### src/rtl/itmr_pkg.sv
package itmr_pkg;

    typedef enum logic [1:0] {
        RG_CTRL = 2'd0,
        RG_DIV  = 2'd1,
        RG_CMP  = 2'd2,
        RG_CNT  = 2'd3
    } reg_sel_e;

    // bit2 interrupt enable, bit1 one-shot, bit0 run
    typedef struct packed {
        logic ie;
        logic one_shot;
        logic run;
    } ctrl_t;

    typedef struct packed {
        logic wr_ctrl;
        logic wr_div;
        logic wr_cmp;
    } chan_wr_t;

    function automatic ctrl_t ctrl_unpack(input logic [31:0] w);
        return ctrl_t'(w[2:0]);
    endfunction

    function automatic logic [31:0] ctrl_pack(input ctrl_t c);
        return {29'd0, c};
    endfunction

endpackage

### src/rtl/itmr_presc.sv
module itmr_presc #(
    parameter int PW = 8
) (
    input  logic          clk,
    input  logic          rst,
    input  logic          run,
    input  logic [PW-1:0] div,
    output logic          tick
);
    logic [PW-1:0] acc;

    assign tick = run && (acc == div);

    always_ff @(posedge clk) begin
        if (rst || !run || tick) acc <= '0;
        else                     acc <= acc + 1'b1;
    end

    AST_TICK_SPACING: assert property (@(posedge clk) disable iff (rst)
        tick && (div != '0) |=> (!tick || (div != $past(div))));

endmodule

### src/rtl/itmr_chan.sv
module itmr_chan
    import itmr_pkg::*;
#(
    parameter int PW = 8,
    parameter int CW = 16
) (
    input  logic          clk,
    input  logic          rst,
    input  chan_wr_t      wr,
    input  logic [31:0]   wdata,
    output ctrl_t         ctrl,
    output logic [PW-1:0] div,
    output logic [CW-1:0] cmp,
    output logic [CW-1:0] cnt,
    output logic          period_end
);
    ctrl_t         ctrl_q;
    ctrl_t         ctrl_new;
    logic [PW-1:0] div_q;
    logic [CW-1:0] cmp_q;
    logic [CW-1:0] cnt_q;
    logic          tick;
    logic          start;
    logic          unused_hi;

    assign unused_hi = ^wdata[31:CW];
    assign ctrl_new  = ctrl_unpack(wdata);
    assign start     = wr.wr_ctrl && ctrl_new.run && !ctrl_q.run;

    itmr_presc #(.PW(PW)) u_presc (
        .clk  (clk),
        .rst  (rst),
        .run  (ctrl_q.run),
        .div  (div_q),
        .tick (tick)
    );

    assign period_end = tick && (cnt_q == cmp_q);

    always_ff @(posedge clk) begin
        if (rst) begin
            ctrl_q <= '0;
            div_q  <= '0;
            cmp_q  <= '0;
            cnt_q  <= '0;
        end else begin
            if (wr.wr_div) div_q  <= wdata[PW-1:0];
            if (wr.wr_cmp) cmp_q  <= wdata[CW-1:0];
            if (wr.wr_ctrl) ctrl_q <= ctrl_new;
            if (period_end && ctrl_q.one_shot) ctrl_q.run <= 1'b0;

            if (start)                              cnt_q <= '0;
            else if (period_end && !ctrl_q.one_shot) cnt_q <= '0;
            else if (tick && !period_end)           cnt_q <= cnt_q + 1'b1;
        end
    end

    assign ctrl = ctrl_q;
    assign div  = div_q;
    assign cmp  = cmp_q;
    assign cnt  = cnt_q;

    AST_STEP_ONE: assert property (@(posedge clk) disable iff (rst)
        tick && !period_end |=> cnt_q == $past(cnt_q) + 1'b1);
    AST_IDLE_FROZEN: assert property (@(posedge clk) disable iff (rst)
        !ctrl_q.run && !start |=> $stable(cnt_q));
    AST_RELOAD_ZERO: assert property (@(posedge clk) disable iff (rst)
        period_end && !ctrl_q.one_shot |=> cnt_q == '0);
    AST_SHOT_DISARM: assert property (@(posedge clk) disable iff (rst)
        period_end && ctrl_q.one_shot |=> !ctrl_q.run);
    AST_SHOT_HOLD: assert property (@(posedge clk) disable iff (rst)
        period_end && ctrl_q.one_shot |=> $stable(cnt_q));

endmodule

### src/rtl/itmr_top.sv
module itmr_top
    import itmr_pkg::*;
#(
    parameter int NCH = 2,
    parameter int PW  = 8,
    parameter int CW  = 16,
    parameter int AW  = 6
) (
    input  logic           clk,
    input  logic           rst,
    input  logic           psel,
    input  logic           penable,
    input  logic           pwrite,
    input  logic [AW-1:0]  paddr,
    input  logic [31:0]    pwdata,
    output logic [31:0]    prdata,
    output logic [NCH-1:0] irq
);
    localparam int SW       = AW - 4;
    localparam int STAT_OFS = NCH * 16;

    logic           wr_en;
    logic [SW-1:0]  slot;
    reg_sel_e       rsel;
    logic           hit_stat;
    logic [NCH-1:0] pend;
    logic [NCH-1:0] stat_q;
    logic           unused_lsb;

    ctrl_t         ctrl_a [NCH];
    logic [PW-1:0] div_a  [NCH];
    logic [CW-1:0] cmp_a  [NCH];
    logic [CW-1:0] cnt_a  [NCH];

    assign unused_lsb = ^paddr[1:0];
    assign wr_en      = psel && penable && pwrite;
    assign slot       = paddr[AW-1:4];
    assign rsel       = reg_sel_e'(paddr[3:2]);
    assign hit_stat   = (paddr == AW'(STAT_OFS));

    for (genvar ch = 0; ch < NCH; ch++) begin : g_ch
        chan_wr_t wr;
        logic     hit;

        assign hit        = wr_en && !hit_stat && (slot == SW'(ch));
        assign wr.wr_ctrl = hit && (rsel == RG_CTRL);
        assign wr.wr_div  = hit && (rsel == RG_DIV);
        assign wr.wr_cmp  = hit && (rsel == RG_CMP);

        itmr_chan #(.PW(PW), .CW(CW)) u_chan (
            .clk        (clk),
            .rst        (rst),
            .wr         (wr),
            .wdata      (pwdata),
            .ctrl       (ctrl_a[ch]),
            .div        (div_a[ch]),
            .cmp        (cmp_a[ch]),
            .cnt        (cnt_a[ch]),
            .period_end (pend[ch])
        );

        assign irq[ch] = stat_q[ch] && ctrl_a[ch].ie;

        AST_STAT_SOURCE: assert property (@(posedge clk) disable iff (rst)
            $rose(stat_q[ch]) |-> $past(pend[ch]));
        AST_W1C: assert property (@(posedge clk) disable iff (rst)
            wr_en && hit_stat && pwdata[ch] && !pend[ch] |=> !stat_q[ch]);
    end

    always_ff @(posedge clk) begin
        if (rst) begin
            stat_q <= '0;
        end else begin
            for (int i = 0; i < NCH; i++) begin
                if (pend[i])                             stat_q[i] <= 1'b1;
                else if (wr_en && hit_stat && pwdata[i]) stat_q[i] <= 1'b0;
            end
        end
    end

    always_comb begin
        prdata = '0;
        if (hit_stat) begin
            prdata[NCH-1:0] = stat_q;
        end else begin
            for (int i = 0; i < NCH; i++) begin
                if (slot == SW'(i)) begin
                    case (rsel)
                        RG_CTRL: prdata = ctrl_pack(ctrl_a[i]);
                        RG_DIV:  prdata = 32'(div_a[i]);
                        RG_CMP:  prdata = 32'(cmp_a[i]);
                        default: prdata = 32'(cnt_a[i]);
                    endcase
                end
            end
        end
    end

endmodule

### config.mk
export PLATFORM = sky130hd
export DESIGN_NAME = itmr_top
export DESIGN_NICKNAME = d
export VERILOG_FILES = /design/src/rtl/itmr_pkg.sv /design/src/rtl/itmr_presc.sv /design/src/rtl/itmr_chan.sv /design/src/rtl/itmr_top.sv
export SDC_FILE = /design/constraint.sdc
export NUM_CORES = 1
export LEC_CHECK = 0
export ABC_AREA = 1
export BUFFER_PORTS_ARGS = -buffer_cell sky130_fd_sc_hd__buf_2
export CAP_MARGIN = 20
export CORE_MARGIN = 3
export CORE_UTILIZATION = 35
export CTS_BUF_LIST = sky130_fd_sc_hd__clkbuf_2 sky130_fd_sc_hd__clkbuf_4 sky130_fd_sc_hd__clkbuf_8
export DETAILED_ROUTE_END_ITERATION = 8
export GPL_TIMING_DRIVEN = 0
export SLEW_MARGIN = 20
export SYNTH_ARGS = -nofsm -noshare
export SYNTH_HDL_FRONTEND = slang
export SYNTH_SLANG_ARGS = --single-unit
### constraint.sdc
create_clock -name clk -period 2.2 [get_ports clk]
set_input_delay 0.11 -clock clk [delete_from_list [all_inputs] [get_ports clk]]
set_output_delay 0.11 -clock clk [all_outputs]
set_load 0.1 [all_outputs]
; ---- Yosys cells after proc, flatten, opt, wreduce, memory -nomap -nowiden
; Cells that the tools add are included.
[totals]
wordCells = 87
input_bits = 43
regBits = 104
out_inout_bits = 34
[classes]
n_reduce_logical = 49
eq_ne = 8
n_addsub = 4
muxes = 10
[ops]
columns = op, count
row1 = $pmux 16 s3, 2
row2 = $add 16x1->16 const B, 2
row3 = $eq 16x16->1, 2
row4 = $mux 32, 1
row5 = $logic_and 1x1->1, 30
row6 = $mux 30, 1
row7 = $add 8x1->8 const B, 2
row8 = $eq 8x8->1, 2
row9 = $mux 16, 1
row10 = $logic_not 1->1, 7
row11 = $eq 6x6->1 const B, 1
row12 = $reduce_or 3->1, 2
row13 = $eq 2x1->1 const B, 2
row14 = $logic_not 2->1, 2
row15 = $logic_or 1x1->1, 4
row16 = $mux 1, 4
row17 = $reduce_bool 2->1, 2
row18 = $reduce_or 2->1, 2
row19 = $eq 2x2->1 const B, 1
row20 = $mux 2, 1

; ---- Depth between registers and ports, before layout
[logic_depth]
depth_word = 8
depth_mapped = 14
ltp_nobuf = 12

; ---- Hierarchy
; Synthesis repeated with hierarchy kept, for this count alone.
[unflattened]
cells_unflattened = 1016
hier_area_um2 = 6321.1
[modules_own_cells]
columns = module, area_each_um2, cells_each, seq_area_each_um2, n_inst
row1 = itmr_chan, 2110.8, 324, 860.8, 2
row2 = itmr_presc, 525.5, 84, 160.2, 2
row3 = itmr_top, 1048.5, 200, 40.0, 1

; ---- Worst setup path before layout
; No wires, ideal clock.
[synth_timing]
kind = input -> output
start = input port paddr[2]
end = output port prdata[7]
required_time_ns = 2.090
n_path_buf = 2
path_stages = 5
arrival_ns = 2.981
path_slack_ns = -0.891
path_cell_list = buf_4 > nand2_1 > clkbuf_1 > o221ai_1 > o21ai_0
[synth_via]
elab_chain_len = 5
elab_cells_between_ends = 9
classes_between = eq/ne (3) / mux (5) / reduce/logical (1)
[synth_lines]
columns = item, line
row1 = from (decl), itmr_top.sv:14  ; input logic [AW-1:0] paddr,
row2 = $eq 2x2->1 (tied with other cells), itmr_top.sv:88  ; case (rsel)
row3 = $pmux 16 s3, itmr_top.sv:88
row4 = $mux 16, itmr_top.sv:87  ; if (slot == SW'(i)) begin
row5 = $mux 32, itmr_top.sv:87
row6 = $mux 30 *, itmr_top.sv:83  ; if (hit_stat) begin
row7 = to (decl), itmr_top.sv:16  ; output logic [31:0] prdata,
; Every way passes the cells marked *; elsewhere a longest branch is shown, timed or not.

; ---- Worst setup path in the final report
[layout_timing]
start = input port paddr[3]
end = output port prdata[14]
; The elaborated chain is that of the path after synthesis.

==> results.txt <==
The flow ran to the end, and the final reports show no timing, DRC or antenna violations. For this design, the slowest cell found on the critical path is buf_2. In this run the static leakage power is 3.086 nW. Entering global routing, the biggest net connects 16 pins. Across every metal layer, demand over resource in global routing totals 18.97%.

The worst stage delay on the critical path is 0.43 ns. At the worst endpoint, the arrival time is 2.01 ns. The detail route stage leaves a number of antenna-violating nets equal to 0. Clock-pin slew was measured on the worst setup and hold paths at 0.10 ns. For this run the aggregate overflow at the end of global routing stands at 0. In this run the worst path has a maximum fanout of 10. Detailed placement finished with a half-perimeter wire length of 14.78 mm. After detailed routing, the number of remaining DRC violations is 0. The maximum root-to-sink buffer count was 2. The number of antenna diodes in the final layout is 0. During synthesis, Yosys emitted a total of 0 warnings.

The logs give 0.35 ns for the setup slack of the most critical reg-to-reg path and 5 for the first-pass detailed-route iteration total. Setup repair after global routing left no endpoint under its margin. For this configuration, the core starts out at a cell density of 35.97%. In this run the number of cells on the critical path is 8. For the pin with the worst max-slew slack, the measured transition is 0.6277 ns.

The tools report the number of top-level pins as 77. Per-cell via count in the routed design: 4.959. Number of storage elements in the synthesis netlist: 104. Number of antenna violations at the first check in global routing: 0. Dividing the final minimum period by the clock period gives 96.40%. The post-route netlist has 14.83% of its cells at a drive strength greater than 1.

The cell count after synthesis came out at 1027. The layout-stage area growth over the synthesis result is 12.77%. The finished cells cover 7337 sq um.

The cell that appears most often on the critical path is inv_1. For the final database, setup skew stands at 0.008313 ns. In the final routed layout, each cell accounts on average for 14.28 um.

The startpoint identified for the worst register-to-register timing path is g_ch[0].u_chan.cnt[0]$_SDFFE_PP0P_. The cell type contributing the most total cell area after synthesis was dfxtp_1. The floorplan step defined a die boundary enclosing 20260 sq um. For the worst-skew pair, the clock arrives at the later sink with an insertion delay of 0.39 ns. After layout, the minimum clock period comes to 2.121 ns.

The routed design has 18.96 mm of wire. The core area was 18090 sq um. Grouping stages by cell kind, the critical path spends the most delay in buffers and inverters. Ranked by total cell area, the synthesized netlist is headed by dfxtp_1 32%, nand2_1 17%, inv_1 7.8%, a21oi_1 5.4%, nand3_1 5.1%.

Setup violations remaining at the end of the flow were counted as 0. The critical path goes through buf_4 > inv_1 > nor2_4 > inv_1 > clkbuf_1 > o22ai_1 > a22o_1 > buf_2. Measured along the x axis, the die boundary spans 142.3 um. The cell area after placement came out at 7082 sq um.

The fraction of synthesis flops using an asynchronous set or reset pin was 0%. The type of the most critical hold path was in2reg. The tools report the cell at the root of the clock tree as clkbuf_8.

The first global-routing pass estimated 30.84 mm of wire. The logs give 3 for the maximum level of the CTS H-tree and 471.5 MHz for the highest clock rate. Endpoint of the lowest-slack register-to-register path: g_ch[0].u_chan.cnt[14]$_SDFFE_PP0P_. The logs give 9 for the total clock buffers created by CTS and 58.15% for the tightest slew margin relative to the limit. For the hold violation total from the final report, the log shows 0.

During placement, the flow inserted port buffers numbering 41. The number of buffers and inverters on the critical path is 5. The via count of the first global-routing pass was 6118.

In this run the vertical extent of the chip is 142.3 um. The setup path with the least slack is of type in2out. The run gives 488 as the violation count after the first detailed-route iteration. The share of the Yosys chip area taken by registers is 32.00%. Detailed routing inserted a total of 6586 vias.

Yosys mapped a number of flops with a built-in enable equal to 0. The tools report the launching element of the worst setup path as paddr[3]. The worst hold path was traced through 3 stages. The max-slew violation total from the final report is 0. The cell row count came out at 49. The top cell type by area accounts for 32.00% of the synthesized area. At the worst endpoint, the required time is 2.09 ns. The tools report the total number of clock tree sinks as 104. The synthesized area per cell is 6.335 sq um. Among all flip-flop cells after synthesis, the most frequent one is dfxtp_1.

The end point of the critical path is prdata[14]. The critical path endpoint category was an output port. Across the VDD grid, the largest voltage drop is 0.0003530 V. The kind of launch point of the worst setup path is a primary input.

At the end of routability-driven placement, the weighted congestion stood at 0.8843. The number of violations of the max-capacitance limit is 0. Power spread over the standard cell area amounts to 522.0 nW/um^2. Cells fill 40.57% of the core in the end. The net count of the finished layout was 1141; the count of fill cells added during filler insertion was 1970. For the worst flop-to-flop path, the logic depth is 10. The synthesized netlist contains 39 unique library cells.

The tools report the mapped cell area as 6506 sq um. TritonCTS built the clock tree.
-- final cells by class --
type                       instances  area (sq um)  share of cell area, %
tap                              229         286.5                  3.905
buffer                            51         342.8                  4.673
inverter                         160         600.6                  8.186
timing repair buffer              41         215.2                  2.933
sequential                       104          2082                  28.38
clock buffer                      14         180.2                  2.456
multi-input combinational        727          3570                  48.65
clock inverter                     2         60.06                 0.8186
-- registers in the layout, indices dropped and copies added (netlist names) --
name and flops:
stat_q 2, g_ch.u_chan.div 16, g_ch.u_chan.cnt 32, g_ch.u_chan.u_presc.acc 16
g_ch.u_chan.cmp 32, g_ch.u_chan.ctrl 6
-- worst reg2reg max path, stage by stage, from the launching register on --
cell     delay (ns)
dfxtp_1        0.48
ha_1           0.32
nand3_1        0.21
nor2_1         0.29
nand3_1        0.12
nand2_1        0.07
nand2_1        0.05
nand3_1        0.08
nand2_1        0.05
inv_1          0.06
nor2_2         0.03
-- power by group --
| group | total [W] | internal, W | switching, W |
|---|---|---|---|
| clock network | 0.00145 | 0.000762 | 0.000687 |
| registers | 0.00189 | 0.00189 | 0.00000490 |
| logic | 0.000488 | 0.000104 | 0.000384 |
| total | 0.00383 | 0.00275 | 0.00108 |
-- cell families (layout without fill, tap and decap cells) --
logic type	count (synthesis)	count (layout)	share of synthesized area, %
flip-flops	104	104	32.00
AND/OR/NAND/NOR	505	505	34.08
adder cells (fa/ha/maj)	4	4	0.7693
buffers and inverters	211	268	14.50
AO/OA/AOI/OAI	177	177	15.23
XOR/XNOR	25	25	3.365
other	1	16	0.05764
-- cells in the final DEF (no fill, tap or decap), types with 4 or more instances in the layout --
cell / Yosys / layout
clkbuf_4: 0 / 5
nand2_1: 286 / 286
inv_1: 135 / 135
o21ai_0: 64 / 63
conb_1: 1 / 16
buf_6: 7 / 7
nand4_1: 10 / 10
nand3_1: 66 / 66
buf_2: 10 / 47
a22o_1: 6 / 6
nor3_1: 13 / 11
o22ai_1: 18 / 17
nor2_1: 87 / 87
xor2_1: 22 / 22
nor2_2: 22 / 21
a221oi_1: 6 / 6
clkbuf_1: 12 / 12
nor2_4: 7 / 8
clkbuf_8: 0 / 12
dfxtp_1: 104 / 104
a21oi_1: 70 / 67
buf_4: 20 / 21
ha_1: 4 / 4
nand2_4: 5 / 5
o221ai_1: 7 / 7
inv_2: 24 / 24
-- worst min path at each step --
stage | startpoint | endpoint
CTS | pwdata[9] | g_ch[0].u_chan.cmp[9]$_SDFFE_PP0P_
detailed placement | pwdata[9] | g_ch[0].u_chan.cmp[9]$_SDFFE_PP0P_
finish | pwdata[9] | g_ch[0].u_chan.cmp[9]$_SDFFE_PP0P_
global route | pwdata[8] | g_ch[0].u_chan.cmp[8]$_SDFFE_PP0P_
global placement | pwdata[10] | g_ch[1].u_chan.cmp[10]$_SDFFE_PP0P_
floorplan | pwdata[5] | g_ch[0].u_chan.div[5]$_SDFFE_PP0P_
-- metal layers --
layer  track usage [%]  part of all wire, %  up-vias
met2             28.12                   42      213
li1                  -                    -     3363
met3             3.528                  7.2       22
met5                 0                    0        -
met1             28.37                   49     2988
met4             4.702                  1.6        0
-- what timing repair did --
action                                  in CTS  in global routing
resized for setup                            0                  6
endpoints found under the setup margin       0                  6
buffers inserted                             0                  0
hold buffers                                 0                  0
-- metrics by stage --
step           total power [W]  std cells  setup slack, ns  TNS, ns  hold slack [ns]
2_1_floorplan         0.002301       1042          -0.1405  -0.1405           0.2744
3_3_place_gp          0.002414       1312          0.02251        0           0.4210
3_5_place_dp          0.002416       1312          0.02582        0           0.4312
4_1_cts               0.003869       1328          0.02011        0         0.007525
5_1_grt               0.003973       1328          0.02627        0          0.01064
6_report              0.003830       1328          0.07927        0          0.02625
-- synthesized netlist by cell type, drive strengths merged (7+ instances only) --
| cell | number |
|---|---|
| a21oi | 70 |
| buf | 39 |
| clkbuf | 12 |
| dfxtp | 104 |
| inv | 159 |
| nand2 | 292 |
| nand3 | 66 |
| nand4 | 12 |
| nor2 | 117 |
| nor3 | 13 |
| o21ai | 66 |
| o221ai | 7 |
| o22ai | 18 |
| xor2 | 22 |
Power figures use the tool's default switching activity.
